==> config.mk <==
export PLATFORM = sky130hd
export DESIGN_NAME = lcr_uart
export DESIGN_NICKNAME = d
export VERILOG_FILES = /design/src/rtl/lcr_uart_pkg.sv /design/src/rtl/lcr_uart_fifo.sv /design/src/rtl/lcr_uart_ctrl.sv /design/src/rtl/lcr_uart_dp.sv /design/src/rtl/lcr_uart.sv
export SDC_FILE = /design/constraint.sdc
export NUM_CORES = 1
export LEC_CHECK = 0
export BUFFER_PORTS_ARGS = -buffer_cell sky130_fd_sc_hd__buf_2
export CAP_MARGIN = 5
export CORE_MARGIN = 4
export CORE_UTILIZATION = 56
export CTS_CLUSTER_SIZE = 20
export DETAILED_ROUTE_END_ITERATION = 7
export GPL_ROUTABILITY_DRIVEN = 0
export HOLD_SLACK_MARGIN = 0.15
export MAX_ROUTING_LAYER = met4
export PLACE_DENSITY = 0.73
export SETUP_SLACK_MARGIN = 0.2
export SLEW_MARGIN = 25
export SYNTH_ARGS = -nofsm -noshare
export SYNTH_HDL_FRONTEND = slang
export SYNTH_SLANG_ARGS = --single-unit
==> constraint.sdc <==
create_clock -name clk -period 4.45 [get_ports clk]
set_clock_uncertainty 0.15 [all_clocks]
set_input_delay 0.445 -clock clk [delete_from_list [all_inputs] [get_ports clk]]
set_output_delay 0.445 -clock clk [all_outputs]
set_load 0.02 [all_outputs]
==> src/rtl/lcr_uart_pkg.sv <==
package lcr_uart_pkg;
  localparam int DIV_W  = 12;
  localparam int DATA_W = 8;
  localparam int RX_W   = DATA_W + 3;
  localparam int BUS_W  = 32;
  localparam int OVS    = 16;
  localparam int TICK_W = $clog2(OVS);
  localparam int CFG_W  = DIV_W + 7;
  localparam logic REG_DATA = 1'b0;
  localparam logic REG_LINE = 1'b1;

  // Field order follows the control word bit positions (MSB first).
  typedef struct packed {
    logic [1:0]       wordLen;
    logic             fifoEn;
    logic             twoStop;
    logic             evenPar;
    logic             parEn;
    logic             brk;
    logic [DIV_W-1:0] divisor;
  } lineCfg_t;

  typedef struct packed {
    logic txPush;
    logic rxPop;
    logic tick;
    logic runEn;
  } strobe_t;

  typedef enum logic [2:0] {ST_IDLE, ST_START, ST_DATA, ST_PAR, ST_STOP} frameSt_t;

  function automatic logic [3:0] charBits(input logic [1:0] wl);
    return {2'b00, wl} + 4'd5;
  endfunction
endpackage

==> src/rtl/lcr_uart_fifo.sv <==
module lcr_uart_fifo #(
  parameter int WIDTH = 8,
  parameter int DEPTH = 16
) (
  input  logic             clk,
  input  logic             rstN,
  input  logic             deep,
  input  logic             push,
  input  logic             pop,
  input  logic [WIDTH-1:0] wData,
  output logic [WIDTH-1:0] rData,
  output logic             empty,
  output logic             full
);
  localparam int AW = (DEPTH > 1) ? $clog2(DEPTH) : 1;
  localparam int CW = $clog2(DEPTH + 1);

  logic [WIDTH-1:0] mem [DEPTH];
  logic [AW-1:0]    wPtr, rPtr;
  logic [CW-1:0]    cnt;
  logic             doPush, doPop;

  function automatic logic [AW-1:0] nextPtr(input logic [AW-1:0] p);
    return (p == AW'(DEPTH - 1)) ? '0 : p + 1'b1;
  endfunction

  assign doPush = push && !full;
  assign doPop  = pop && !empty;
  assign empty  = (cnt == '0);
  assign full   = deep ? (cnt == CW'(DEPTH)) : (cnt != '0);
  assign rData  = mem[rPtr];

  always_ff @(posedge clk) begin
    if (doPush) mem[wPtr] <= wData;
  end

  always_ff @(posedge clk or negedge rstN) begin
    if (!rstN) begin
      wPtr <= '0;
      rPtr <= '0;
      cnt  <= '0;
    end else begin
      if (doPush) wPtr <= nextPtr(wPtr);
      if (doPop)  rPtr <= nextPtr(rPtr);
      cnt <= cnt + CW'(doPush) - CW'(doPop);
    end
  end

  a_r5_no_overflow: assert property (@(posedge clk) disable iff (!rstN)
    cnt <= CW'(DEPTH));
  a_r5_count_quiet: assert property (@(posedge clk) disable iff (!rstN)
    !push && !pop |=> $stable(cnt));
  a_r5_full_drops: assert property (@(posedge clk) disable iff (!rstN)
    full && push && !pop |=> $stable(cnt));
endmodule

==> src/rtl/lcr_uart_ctrl.sv <==
module lcr_uart_ctrl
  import lcr_uart_pkg::*;
(
  input  logic             clk,
  input  logic             rstN,
  input  logic             portEn,
  input  logic             wrEn,
  input  logic             rdEn,
  input  logic             addr,
  input  logic [BUS_W-1:0] wrData,
  input  logic             rxEmpty,
  input  logic             txFull,
  output lineCfg_t         cfg,
  output strobe_t          strb
);
  logic [DIV_W-1:0] baudCnt;
  logic             tickNow;
  logic             unusedHi;

  assign unusedHi = ^wrData[BUS_W-1:CFG_W];
  assign tickNow  = portEn && (baudCnt >= cfg.divisor);

  always_ff @(posedge clk or negedge rstN) begin
    if (!rstN)                          cfg <= '0;
    else if (wrEn && addr == REG_LINE)  cfg <= lineCfg_t'(wrData[CFG_W-1:0]);
  end

  // Divide by (D+1) to make the 16x oversampling tick.
  always_ff @(posedge clk or negedge rstN) begin
    if (!rstN)                                    baudCnt <= '0;
    else if (!portEn || baudCnt >= cfg.divisor)   baudCnt <= '0;
    else                                          baudCnt <= baudCnt + 1'b1;
  end

  always_comb begin
    strb.tick   = tickNow;
    strb.runEn  = portEn;
    strb.txPush = wrEn && addr == REG_DATA && !txFull;
    strb.rxPop  = rdEn && addr == REG_DATA && !rxEmpty;
  end

  a_r1_tick_spacing: assert property (@(posedge clk) disable iff (!rstN)
    cfg.divisor != '0 && strb.tick && !(wrEn && addr == REG_LINE) |=> !strb.tick);
endmodule

==> src/rtl/lcr_uart_dp.sv <==
module lcr_uart_dp
  import lcr_uart_pkg::*;
#(
  parameter int FIFO_DEPTH = 16
) (
  input  logic              clk,
  input  logic              rstN,
  input  lineCfg_t          cfg,
  input  strobe_t           strb,
  input  logic [DATA_W-1:0] wrByte,
  input  logic              rxd,
  output logic              txd,
  output logic              busy,
  output logic [RX_W-1:0]   rxHead,
  output logic              rxEmpty,
  output logic              txFull
);
  localparam int HALF = OVS / 2;

  logic [3:0] nBits;
  assign nBits = charBits(cfg.wordLen);

  // ---------------- transmit ----------------
  logic [DATA_W-1:0] txHead, txShift;
  logic              txEmpty, txPop, txLine, txPar, txSecond;
  logic [TICK_W-1:0] txTick;
  logic [2:0]        txBit;
  frameSt_t          txSt;

  lcr_uart_fifo #(.WIDTH(DATA_W), .DEPTH(FIFO_DEPTH)) u_txFifo (
    .clk(clk), .rstN(rstN), .deep(cfg.fifoEn), .push(strb.txPush), .pop(txPop),
    .wData(wrByte), .rData(txHead), .empty(txEmpty), .full(txFull));

  assign txPop = strb.runEn && strb.tick && txSt == ST_IDLE && !txEmpty;
  assign busy  = (txSt != ST_IDLE) || !txEmpty;
  assign txd   = cfg.brk ? 1'b0 : txLine;

  always_ff @(posedge clk or negedge rstN) begin
    if (!rstN) begin
      txSt <= ST_IDLE; txLine <= 1'b1; txTick <= '0; txBit <= '0;
      txShift <= '0; txPar <= 1'b0; txSecond <= 1'b0;
    end else if (!strb.runEn) begin
      txSt <= ST_IDLE; txLine <= 1'b1; txTick <= '0;
    end else if (strb.tick) begin
      if (txSt == ST_IDLE) begin
        if (!txEmpty) begin
          txShift <= txHead; txSt <= ST_START; txLine <= 1'b0; txTick <= '0;
        end
      end else begin
        txTick <= txTick + 1'b1;
        if (txTick == TICK_W'(OVS - 1)) begin
          case (txSt)
            ST_START: begin
              txSt <= ST_DATA; txLine <= txShift[0]; txPar <= txShift[0];
              txShift <= txShift >> 1; txBit <= '0;
            end
            ST_DATA: begin
              if ({1'b0, txBit} == nBits - 4'd1) begin
                if (cfg.parEn) begin
                  txSt <= ST_PAR; txLine <= cfg.evenPar ? txPar : ~txPar;
                end else begin
                  txSt <= ST_STOP; txLine <= 1'b1; txSecond <= 1'b0;
                end
              end else begin
                txLine <= txShift[0]; txPar <= txPar ^ txShift[0];
                txShift <= txShift >> 1; txBit <= txBit + 1'b1;
              end
            end
            ST_PAR: begin
              txSt <= ST_STOP; txLine <= 1'b1; txSecond <= 1'b0;
            end
            ST_STOP: begin
              if (cfg.twoStop && !txSecond) txSecond <= 1'b1;
              else                          txSt <= ST_IDLE;
            end
            default: txSt <= ST_IDLE;
          endcase
        end
      end
    end
  end

  // ---------------- receive ----------------
  logic              rxMeta, rxS, rxFull, rxPush, rxParAcc, rxParErr, ovrPend;
  logic [RX_W-1:0]   rxEntry;
  logic [DATA_W-1:0] rxData;
  logic [TICK_W-1:0] rxTick;
  logic [2:0]        rxBit;
  frameSt_t          rxSt;

  lcr_uart_fifo #(.WIDTH(RX_W), .DEPTH(FIFO_DEPTH)) u_rxFifo (
    .clk(clk), .rstN(rstN), .deep(cfg.fifoEn), .push(rxPush), .pop(strb.rxPop),
    .wData(rxEntry), .rData(rxHead), .empty(rxEmpty), .full(rxFull));

  always_ff @(posedge clk or negedge rstN) begin
    if (!rstN) begin
      rxMeta <= 1'b1; rxS <= 1'b1;
    end else begin
      rxMeta <= rxd; rxS <= rxMeta;
    end
  end

  always_ff @(posedge clk or negedge rstN) begin
    if (!rstN) begin
      rxSt <= ST_IDLE; rxTick <= '0; rxBit <= '0; rxData <= '0; rxParAcc <= 1'b0;
      rxParErr <= 1'b0; ovrPend <= 1'b0; rxPush <= 1'b0; rxEntry <= '0;
    end else if (!strb.runEn) begin
      rxSt <= ST_IDLE; rxPush <= 1'b0;
    end else begin
      rxPush <= 1'b0;
      if (strb.tick) begin
        case (rxSt)
          ST_IDLE: if (!rxS) begin rxSt <= ST_START; rxTick <= '0; end
          ST_START: begin
            rxTick <= rxTick + 1'b1;
            if (rxTick == TICK_W'(HALF - 1)) begin
              if (!rxS) begin
                rxSt <= ST_DATA; rxTick <= '0; rxBit <= '0; rxData <= '0;
                rxParAcc <= 1'b0; rxParErr <= 1'b0;
              end else begin
                rxSt <= ST_IDLE;
              end
            end
          end
          ST_DATA: begin
            rxTick <= rxTick + 1'b1;
            if (rxTick == TICK_W'(OVS - 1)) begin
              rxData[rxBit] <= rxS;
              rxParAcc <= rxParAcc ^ rxS;
              rxBit <= rxBit + 1'b1;
              if ({1'b0, rxBit} == nBits - 4'd1) rxSt <= cfg.parEn ? ST_PAR : ST_STOP;
            end
          end
          ST_PAR: begin
            rxTick <= rxTick + 1'b1;
            if (rxTick == TICK_W'(OVS - 1)) begin
              rxParErr <= rxS != (cfg.evenPar ? rxParAcc : ~rxParAcc);
              rxSt <= ST_STOP;
            end
          end
          ST_STOP: begin
            rxTick <= rxTick + 1'b1;
            if (rxTick == TICK_W'(OVS - 1)) begin
              rxSt <= ST_IDLE;
              if (rxFull) begin
                ovrPend <= 1'b1;
              end else begin
                rxPush  <= 1'b1;
                rxEntry <= {ovrPend, rxParErr, !rxS, rxData};
                ovrPend <= 1'b0;
              end
            end
          end
          default: rxSt <= ST_IDLE;
        endcase
      end
    end
  end

  a_r2_start_low: assert property (@(posedge clk) disable iff (!rstN)
    txSt == ST_START |-> !txLine);
  a_r6_line_high_at_idle: assert property (@(posedge clk) disable iff (!rstN)
    !cfg.brk && $fell(busy) |-> txd);
  a_r8_no_push_when_full: assert property (@(posedge clk) disable iff (!rstN)
    rxPush |-> !rxFull);
endmodule

==> src/rtl/lcr_uart.sv <==
module lcr_uart
  import lcr_uart_pkg::*;
#(
  parameter int FIFO_DEPTH = 16
) (
  input  logic             clk,
  input  logic             rstN,
  input  logic             portEn,
  input  logic             wrEn,
  input  logic             rdEn,
  input  logic             addr,
  input  logic [BUS_W-1:0] wrData,
  output logic [BUS_W-1:0] rdData,
  input  logic             rxd,
  output logic             txd,
  output logic             rxEmpty,
  output logic             txFull,
  output logic             busy,
  output logic             txIrq,
  output logic             rxIrq
);
  lineCfg_t        cfg;
  strobe_t         strb;
  logic [RX_W-1:0] rxHead;

  lcr_uart_ctrl u_ctrl (
    .clk(clk), .rstN(rstN), .portEn(portEn), .wrEn(wrEn), .rdEn(rdEn), .addr(addr),
    .wrData(wrData), .rxEmpty(rxEmpty), .txFull(txFull), .cfg(cfg), .strb(strb));

  lcr_uart_dp #(.FIFO_DEPTH(FIFO_DEPTH)) u_dp (
    .clk(clk), .rstN(rstN), .cfg(cfg), .strb(strb), .wrByte(wrData[DATA_W-1:0]),
    .rxd(rxd), .txd(txd), .busy(busy), .rxHead(rxHead), .rxEmpty(rxEmpty), .txFull(txFull));

  assign rdData = (addr == REG_LINE) ? {{(BUS_W-CFG_W){1'b0}}, cfg}
                                     : {{(BUS_W-RX_W){1'b0}}, rxHead};
  assign txIrq  = portEn && !txFull;
  assign rxIrq  = portEn && !rxEmpty;
endmodule

==> results.cfg, run 1 <==
[cells_and_area]
final_cell_mix = edfxtp_1, dfrtp_1, nand2_1, mux4_2, nor2_1
final_common_cell = edfxtp_1
layout.nets = 1345
multiInputGateArea_um2 = 5618
drive_above_1_share_pct = 22.17
regArea_um2 = 11970
nFillCells = 2199
area_growth_pct = 13.00

[setup_path]
arrival_ps = 4200
cp.required_ps = 4770
path_class = reg -> reg
ff2ff_setup_slack_ps = 560
cp_slowest_cell = a2111oi_0
start_kind = register
path_cells = inv_1, ha_1, nand2b_1, a2111oi_0, buf_4, o41a_1, a21oi_1, nand2_1, inv_1, ha_1, inv_1, ha_1, fa_1, a21oi_1, nor2_1, nor2_1, xnor2_1
worstReg2RegEnd = u_dp.u_txFifo.cnt[4]
cp-end-kind = register
r2r-start = u_ctrl.baudCnt[0]
r2r_cells = 17
path_max_fanout = 5
critPathMaxStageDelay_ps = 460

[synth]
yosysTopAreaCell = edfxtp_1
synth_area_per_cell_um2 = 15.23
synth_seq_cells = 417
synth_area_leaders = edfxtp_1, dfrtp_1, mux4_2, mux2_2, ha_1
synth_edf_count = 304
ys_seq_area_share_pct = 66.40
synth_cell_types = 69
ys_dominant_reg_cell = edfxtp_1
yosys_warnings = 0
synth_area_um2 = 18010
synth_cells = 1183
async_flop_share_pct = 27.10
yosysTopAreaCellShare_pct = 50.68

[job]
maxCapViolations = 0

[routing]
vias = 10279
viasPerCell = 6.036
drt_iter0_markers = 903
route.detailed.wl_per_inst_um = 21.80
drc = 0
dr.pass1.iters = 5
final_antenna_net_count = 0
routed_wl_mm = 37.13

[timing]
worstMarginPinSlew_ps = 1056
fmax_mhz = 257.3
tns_ps = 0
fin_ws_ps = 563.8
rsz0062_at_grt = no
finalHoldViolCount = 0
setup_viol = 0
fin_crit_sh_pct = 87.33
slew_headroom_pct = 29.63
slew_violations = 0
period_minus_slack_ps = 3886

[clock_network]
clk_latency_ps = 540
cts.root.buffer_cell = clkbuf_16
cts_made_buffers = 42
cts_max_path_buffers = 3
clkTransAtPathRegs_ps = 60
cts_num_sinks = 417
cts_resized = 0
tritoncts = done
htreeDepth = 2

[floorplanning]
io_pins = 77
die_w_um = 187.4
die_h_um = 187.4
initial_core_util_pct = 56.94
core_area_um2 = 31640
rows = 65
die-area_um2 = 35100

[grt]
grt_pass1_vias = 10452
grt_max_degree = 48
overflow = 0
grt_usage_pct = 21.89
antenna_found_initial = 1
grt_first_pass_wirelength_mm = 58.88

[worst_hold_path]
hold_depth = 1
min-delay-start = wrData[5]
hold_end = u_dp.u_txFifo.mem[15][5]
hp-class = in -> reg

[pwr]
p_leak_nw = 7.058
vdd_ir_drop_max_mv = 0.2792
p_per_area_nw_per_um2 = 476.5

[placement]
place_ws_ps = 595.3
port_buffers = 50
dpl.hpwl_mm = 23.90

[run_status]
status = finished clean
## layer usage
layer / global-route usage, % / routed length (um) / vias up
met4: 6.883 / 1045 / 0
met5: - / 0 / -
met3: 3.117 / 2070 / 64
met2: 32.83 / 17560 / 311
li1: - / - / 4688
met1: 31.68 / 16450 / 5216
## flip-flops by register name (all words and copies together), names as in the netlist, 3 cells and up
signal	flops
u_dp.u_rxFifo.rPtr	4
u_dp.rxData	8
u_dp.txBit	3
u_dp.u_txFifo.rPtr	4
u_dp.txSt	3
u_dp.u_txFifo.wPtr	4
u_dp.txTick	4
u_dp.u_rxFifo.mem	176
u_ctrl.cfg	19
u_dp.u_txFifo.cnt	5
u_dp.txShift	8
u_dp.rxBit	3
u_ctrl.baudCnt	12
u_dp.u_txFifo.mem	128
u_dp.rxTick	4
u_dp.u_rxFifo.wPtr	4
u_dp.rxEntry	11
u_dp.rxSt	3
u_dp.u_rxFifo.cnt	5
## critical path: cells and delay by family (launching register included)
kind,cells,cell delay [ps]
fa+ha+maj,4,1180
compound gates,4,1110
simple gates,4,500
flops,1,390
buf+inv,4,380
xor+xnor,1,120
## logic make-up (layout without fill, tap and decap cells)
logic type	Yosys count	in the layout	synth area share [%]
AO/OA/AOI/OAI	200	200	7.259
buffers and inverters	122	226	2.855
multiplexers	143	143	13.12
flip-flops	417	417	66.40
adder cells (fa/ha/maj)	41	41	2.931
other	1	15	0.02082
AND/OR/NAND/NOR	229	229	5.960
XOR/XNOR	30	30	1.459
## through the flow
step	utilization [%]	hold WS [ps]	instance area, um2	power, mW	cells
2_1_floorplan	-	-0.5911	18060	5.722	1195
3_3_place_gp	59.27	198.5	18750	6.155	1605
3_5_place_dp	59.27	206.2	18750	6.201	1605
4_1_cts	64.26	150.8	20330	9.775	1700
5_1_grt	64.33	172.5	20350	10.13	1702
6_report	64.34	177.3	20360	9.699	1703
## repair_timing
item	in CTS	in global routing
hold buffers	17	0
setup buffers	0	0
endpoints found under the hold margin	68	0
## final cells by class
type / count / share of cell area, %
diodes: 2 / 0.02459
clock buffers: 53 / 5.569
clock inverters: 25 / 1.346
inverters: 49 / 0.9036
multi-input cells: 656 / 27.60
flip-flops and latches: 417 / 58.78
well taps: 402 / 2.471
repair buffers: 99 / 3.307
## synth_stat cells (3+ instances only)
cell      number
a21o_1        18
mux2_1         5
xnor2_1       17
edfxtp_1     304
dfrtp_1      110
nand3_1       29
buf_4         13
a22oi_1       12
dfstp_2        3
nand4_1        3
xor2_1        13
clkbuf_1      48
nor2_1        63
inv_1         48
and3_1         7
o41ai_1        8
and2_1        10
mux2_4         9
mux4_2        66
ha_1          39
or3_1          6
mux2i_1       19
a211oi_1      11
nor2b_1        6
buf_1         11
a21oi_1       34
o22ai_1       19
nor3_1        15
o21ai_0       51
o31ai_1        7
mux2_2        44
a31oi_1       13
nand2_1       67
nand2b_1       8
o21a_1         3
## worst max path at each step
stage / to / slack (ps) / startpoint
CTS: u_dp.u_txFifo.cnt[4] / 570 / u_ctrl.baudCnt[0]
global placement: u_dp.u_txFifo.cnt[4] / 660 / u_ctrl.baudCnt[0]
finish: u_dp.u_txFifo.cnt[4] / 560 / u_ctrl.baudCnt[0]
detailed placement: u_dp.u_txFifo.cnt[4] / 600 / u_ctrl.baudCnt[0]
global route: u_dp.u_txFifo.cnt[4] / 230 / u_ctrl.baudCnt[0]
floorplan: u_dp.u_txFifo.cnt[4] / 660 / u_ctrl.baudCnt[0]
## power breakdown
part           leakage, nW  total, mW  internal (mW)  switching, mW
Sequential            3.82       4.54           4.31          0.231
Clock                0.676       3.56           2.11           1.45
Combinational         2.56       1.59          0.666          0.925
Total                 7.06       9.70           7.09           2.61
No activity file was read; power rests on OpenSTA's default activity.
==> run 2, diff against run 1 <==
==> constraint.sdc (replaced) <==
create_clock -name clk -period 4.45 [get_ports clk]
set_clock_uncertainty 0.15 [all_clocks]
set_input_delay 0.6675 -clock clk [delete_from_list [all_inputs] [get_ports clk]]
set_output_delay 0.6675 -clock clk [all_outputs]
set_load 0.02 [all_outputs]
==> results.cfg, run 2 (same netlist as run 1, synthesis figures left out) <==
[timing]
finalHoldViolCount = 0
setup_viol = 0
fin_crit_sh_pct = 85.84
worstMarginPinSlew_ps = 913.2
tns_ps = 0
fmax_mhz = 261.8
rsz0062_at_grt = no
slew_violations = 0
period_minus_slack_ps = 3820
slew_headroom_pct = 38.90

[floorplanning]
die-area_um2 = 35100
initial_core_util_pct = 56.94
die_w_um = 187.4
die_h_um = 187.4
io_pins = 77
core_area_um2 = 31640
rows = 65

[routing]
routed_wl_mm = 36.76
route.detailed.wl_per_inst_um = 21.78
dr.pass1.iters = 6
drc = 0
viasPerCell = 5.948
vias = 10041
drt_iter0_markers = 878
final_antenna_net_count = 0

[placement]
port_buffers = 50
dpl.cell_count = 1609
dpl.hpwl_mm = 23.59
dpl_cell_area_um2 = 18790

[pwr]
seqPwrFrac_pct = 47.2
clkPwrFrac_pct = 35.8
internal-power_mw = 6.975
p_leak_nw = 6.990
pwr-share-comb_pct = 17.0
p_sw_mw = 2.562
swShare_pct = 26.87
vdd_ir_drop_max_mv = 0.3163
power_mw = 9.537
p_per_area_nw_per_um2 = 473.1

[clock_network]
cts_setup_buffers = 0
tritoncts = done
cts.root.buffer_cell = clkbuf_16
cts_num_sinks = 417
htreeDepth = 2
cts_made_buffers = 42
cts_max_path_buffers = 3
clkTransAtPathRegs_ps = 60
cts_hold_buffers = 1
clk_latency_ps = 540
cts_resized = 0

[grt]
overflow = 0
grt_max_degree = 71
grt_first_pass_wirelength_mm = 57.59
grt_usage_pct = 21.61
antenna_found_initial = 0
grt_pass1_vias = 9926

[cells_and_area]
top_regs = u_dp.u_rxFifo.mem (176), u_dp.u_txFifo.mem (128), u_ctrl.cfg (19)
layout.nets = 1333
final_cell_mix = edfxtp_1, dfrtp_1, nand2_1, mux4_2, nor2_1
top_register = u_dp.u_rxFifo.mem
largest_reg_flops = 176
diodes = 0
fin_cells = 1688
finish.instance_area_um2 = 20160
drive_above_1_share_pct = 22.01
final_common_cell = edfxtp_1
area_growth_pct = 11.91

[setup_path]
start_kind = register
arrival_ps = 4120
cp.required_ps = 4750
path_class = reg -> reg
path_max_fanout = 5
cp-end-kind = register

[job]
maxCapViolations = 0

[worst_hold_path]
hp-class = in -> async

[run_status]
status = finished clean
[run 2: cell types whose count changed in the layout (fill, tap and decap cells not counted), sizes merged]
cell	before	now
diode	2	0
buf	82	86
clkbuf	53	58
clkinvlp	5	2
clkinv	13	12
bufinv	5	3
dlygate4sd3	17	1
[run 2: metrics by stage]
| stage | setup slack [ps] | utilization [%] | hold slack (ps) |
|---|---|---|---|
| final | 630.2 | 63.72 | 128.3 |
| after detailed placement | 674.6 | 59.41 | 199.0 |
| after floorplan | 659.6 | - | 195.2 |
| after global placement | 652.0 | 59.41 | 205.6 |
| after global routing | 304.6 | 63.72 | 196.4 |
| after CTS | 646.5 | 63.67 | 150.6 |
[run 2: worst max-delay path, cell delays in order (launching register included)]
cell       delay, ps
dfrtp_1          400
inv_1             60
ha_1             260
nand2b_1         130
a2111oi_0        390
buf_4            200
o41a_1           360
a21oi_1          150
nand2_1          190
inv_1             70
ha_1             260
inv_1             40
ha_1             210
fa_1             430
a21oi_1          150
nor2_1            50
nor2_1           110
xnor2_1          130
[run 2: final timing paths]
path	startpoint	endpoint	slack [ps]	cells past startpoint
worst min register to register	u_dp.rxMeta	u_dp.rxS	210	0
min in group clk	u_dp.rxMeta	u_dp.rxS	210	0
worst max register to register	u_ctrl.baudCnt[0]	u_dp.u_txFifo.cnt[4]	630	17
max in group asynchronous	rstN	u_ctrl.cfg[9]	3240	2
worst min-delay path	rstN	u_dp.rxBit[2]	130	1
worst max-delay path	u_ctrl.baudCnt[0]	u_dp.u_txFifo.cnt[4]	630	17
[run 2: layout make-up]
cell class                 count  area, um2
sequential                   417      11960
tap                          402      503.0
timing repair buffer          87      558.0
clock buffer                  58       1152
clock inverter                19      185.2
fill                        2247      11480
inverter                      49      183.9
multi-input combinational    656       5613
[run 2: routing by layer]
metal	part of all wire (%)	up-vias	track usage (%)
met1	45	5037	31.54
met2	46	314	31.94
li1	-	4636	-
met5	0	-	-
met3	6.2	54	3.733
met4	2.6	0	6.200
[run 2: power groups by stage]
stage	sequential [mW]	combinational (mW)	clock, mW
floorplan	4.46	1.26	0
global route	4.53	1.78	3.66
CTS	4.50	1.63	3.49
finish	4.50	1.62	3.42
global placement	4.58	1.59	0
detailed placement	4.58	1.62	0
==> run 3, diff against run 2 <==
--- a/config.mk
+++ b/config.mk
@@ -15,6 +15,7 @@
 export HOLD_SLACK_MARGIN = 0.15
 export MAX_ROUTING_LAYER = met4
 export PLACE_DENSITY = 0.73
+export RECOVER_POWER = 100
 export SETUP_SLACK_MARGIN = 0.2
 export SLEW_MARGIN = 25
 export SYNTH_ARGS = -nofsm -noshare
==> results.cfg, run 3 (same netlist as run 1, synthesis figures left out) <==
[routing]
wl_met2_mm = 17.00
route.detailed.wl_per_inst_um = 21.86
wl_met1_mm = 16.73
drt_iter0_markers = 873
final_antenna_net_count = 0
wl_met3_mm = 2.238
viasPerCell = 5.977
drc = 0
routed_wl_mm = 36.90
vias = 10089
dr.pass1.iters = 5
highest_layer = met4

[worst_hold_path]
hp-class = reg -> reg

[cells_and_area]
area_growth_pct = 10.77
layout.nets = 1333
finish.instance_area_um2 = 19950
final_cell_mix = edfxtp_1, dfrtp_1, nand2_1, mux4_2, nor2_1
nFillCells = 2306
regArea_um2 = 11960
finish.utilization_pct = 63.07
fin_cells = 1688
multiInputGateArea_um2 = 5547
largest_reg_flops = 176
top_register = u_dp.u_rxFifo.mem
drive_above_1_share_pct = 16.95
final_common_cell = edfxtp_1
top_regs = u_dp.u_rxFifo.mem (176), u_dp.u_txFifo.mem (128), u_ctrl.cfg (19)
diodes = 0

[setup_path]
cp.required_ps = 3630
arrival_ps = 3170
cp-end-kind = output port
path_max_fanout = 10
cp_slowest_cell = clkbuf_1
critPathMaxStageDelay_ps = 600
path_class = reg -> out
path_cells = clkbuf_1, mux2_2, a22oi_1, nand2_1, o22ai_1, a211oi_1, a21o_1, clkbuf_1
start_kind = register
critPathBufInv = 2
critPathTopFamily = compound AO/OA/AOI/OAI gates
cp_common_cell = clkbuf_1

[pwr]
p_leak_nw = 6.769
swShare_pct = 26.95
internal-power_mw = 6.946
power_mw = 9.508
vdd_ir_drop_max_mv = 0.3030
pwr-share-comb_pct = 16.7
p_sw_mw = 2.563
clkPwrFrac_pct = 36.0
seqPwrFrac_pct = 47.3
p_per_area_nw_per_um2 = 476.5

[timing]
tns_ps = 0
rsz0062_at_grt = no
finalHoldViolCount = 0
fin_ws_ps = 462.8
slew_violations = 104
timing.hold.ws_ps = 211.1
slew_headroom_pct = -27.53
period_minus_slack_ps = 3987
fmax_mhz = 250.8
setup_viol = 0
worstMarginPinSlew_ps = 1913
fin_crit_sh_pct = 89.60

[clock_network]
clkTransAtPathRegs_ps = 60
tritoncts = done
cts_max_path_buffers = 3
clk_latency_ps = 540
htreeDepth = 2
cts_num_sinks = 417
cts_hold_buffers = 1
cts_resized = 0
cts.root.buffer_cell = clkbuf_16
cts_made_buffers = 42
cts_setup_buffers = 0

[floorplanning]
initial_core_util_pct = 56.94
rows = 65
die_h_um = 187.4
io_pins = 77
core_area_um2 = 31640
die_w_um = 187.4
die-area_um2 = 35100

[grt]
overflow = 0
antenna_found_initial = 0
grt_max_degree = 71
grt_first_pass_wirelength_mm = 57.59
grt_pass1_vias = 9926
grt_usage_pct = 21.61

[placement]
dpl_cell_area_um2 = 18790
port_buffers = 50
dpl.cell_count = 1609
place_ws_ps = 674.6
dpl.hpwl_mm = 23.59

[run_status]
status = complete, but fails checks
violations = capacitance limit, slew limit

[job]
maxCapViolations = 2
run 3: cell types whose count changed in the layout (fill, tap and decap cells not counted), sizes merged:
cell and change:
buf -50, clkbuf +50
run 3: power by group through the flow:
stage	registers, mW	logic (mW)	clock network (mW)
4_1_cts	4.50	1.63	3.49
6_report	4.50	1.59	3.42
3_3_place_gp	4.58	1.59	0
5_1_grt	4.53	1.76	3.66
2_1_floorplan	4.46	1.26	0
3_5_place_dp	4.58	1.62	0
run 3: layout make-up:
cell class | count | share of cell area, %
multi-input cells | 656 | 27.80
clock inverters | 19 | 0.9281
clock buffers | 58 | 5.775
flip-flops and latches | 417 | 59.95
well taps | 402 | 2.521
repair buffers | 87 | 2.107
inverters | 49 | 0.9218
run 3: worst register-to-register path: stages (launching register included):
cell	delay, ps
dfrtp_1	370
inv_1	50
ha_1	320
nand4_1	150
or2_0	330
o41ai_4	690
o21ai_0	530
or4_4	770
mux2_1	360
run 3: worst paths after layout:
path                                        from                     to  slack (ps)  depth (start not counted)
max in group asynchronous                   rstN  u_dp.u_txFifo.rPtr[0]        2490                          1
min in group asynchronous                   rstN          u_dp.rxBit[2]         480                          1
hold / removal                       u_dp.rxMeta               u_dp.rxS         210                          0
hold reg to reg                      u_dp.rxMeta               u_dp.rxS         210                          0
setup reg to reg                  u_ctrl.cfg[11]        u_dp.rxEntry[5]         590                          8
setup / recovery           u_dp.u_rxFifo.rPtr[0]              rdData[6]         460                          8
run 3: per-layer routing:
metal	GRT usage (%)	up-vias
met1	31.54	5076
li1	-	4646
met2	31.94	313
met3	3.733	54
met5	-	-
met4	6.200	0
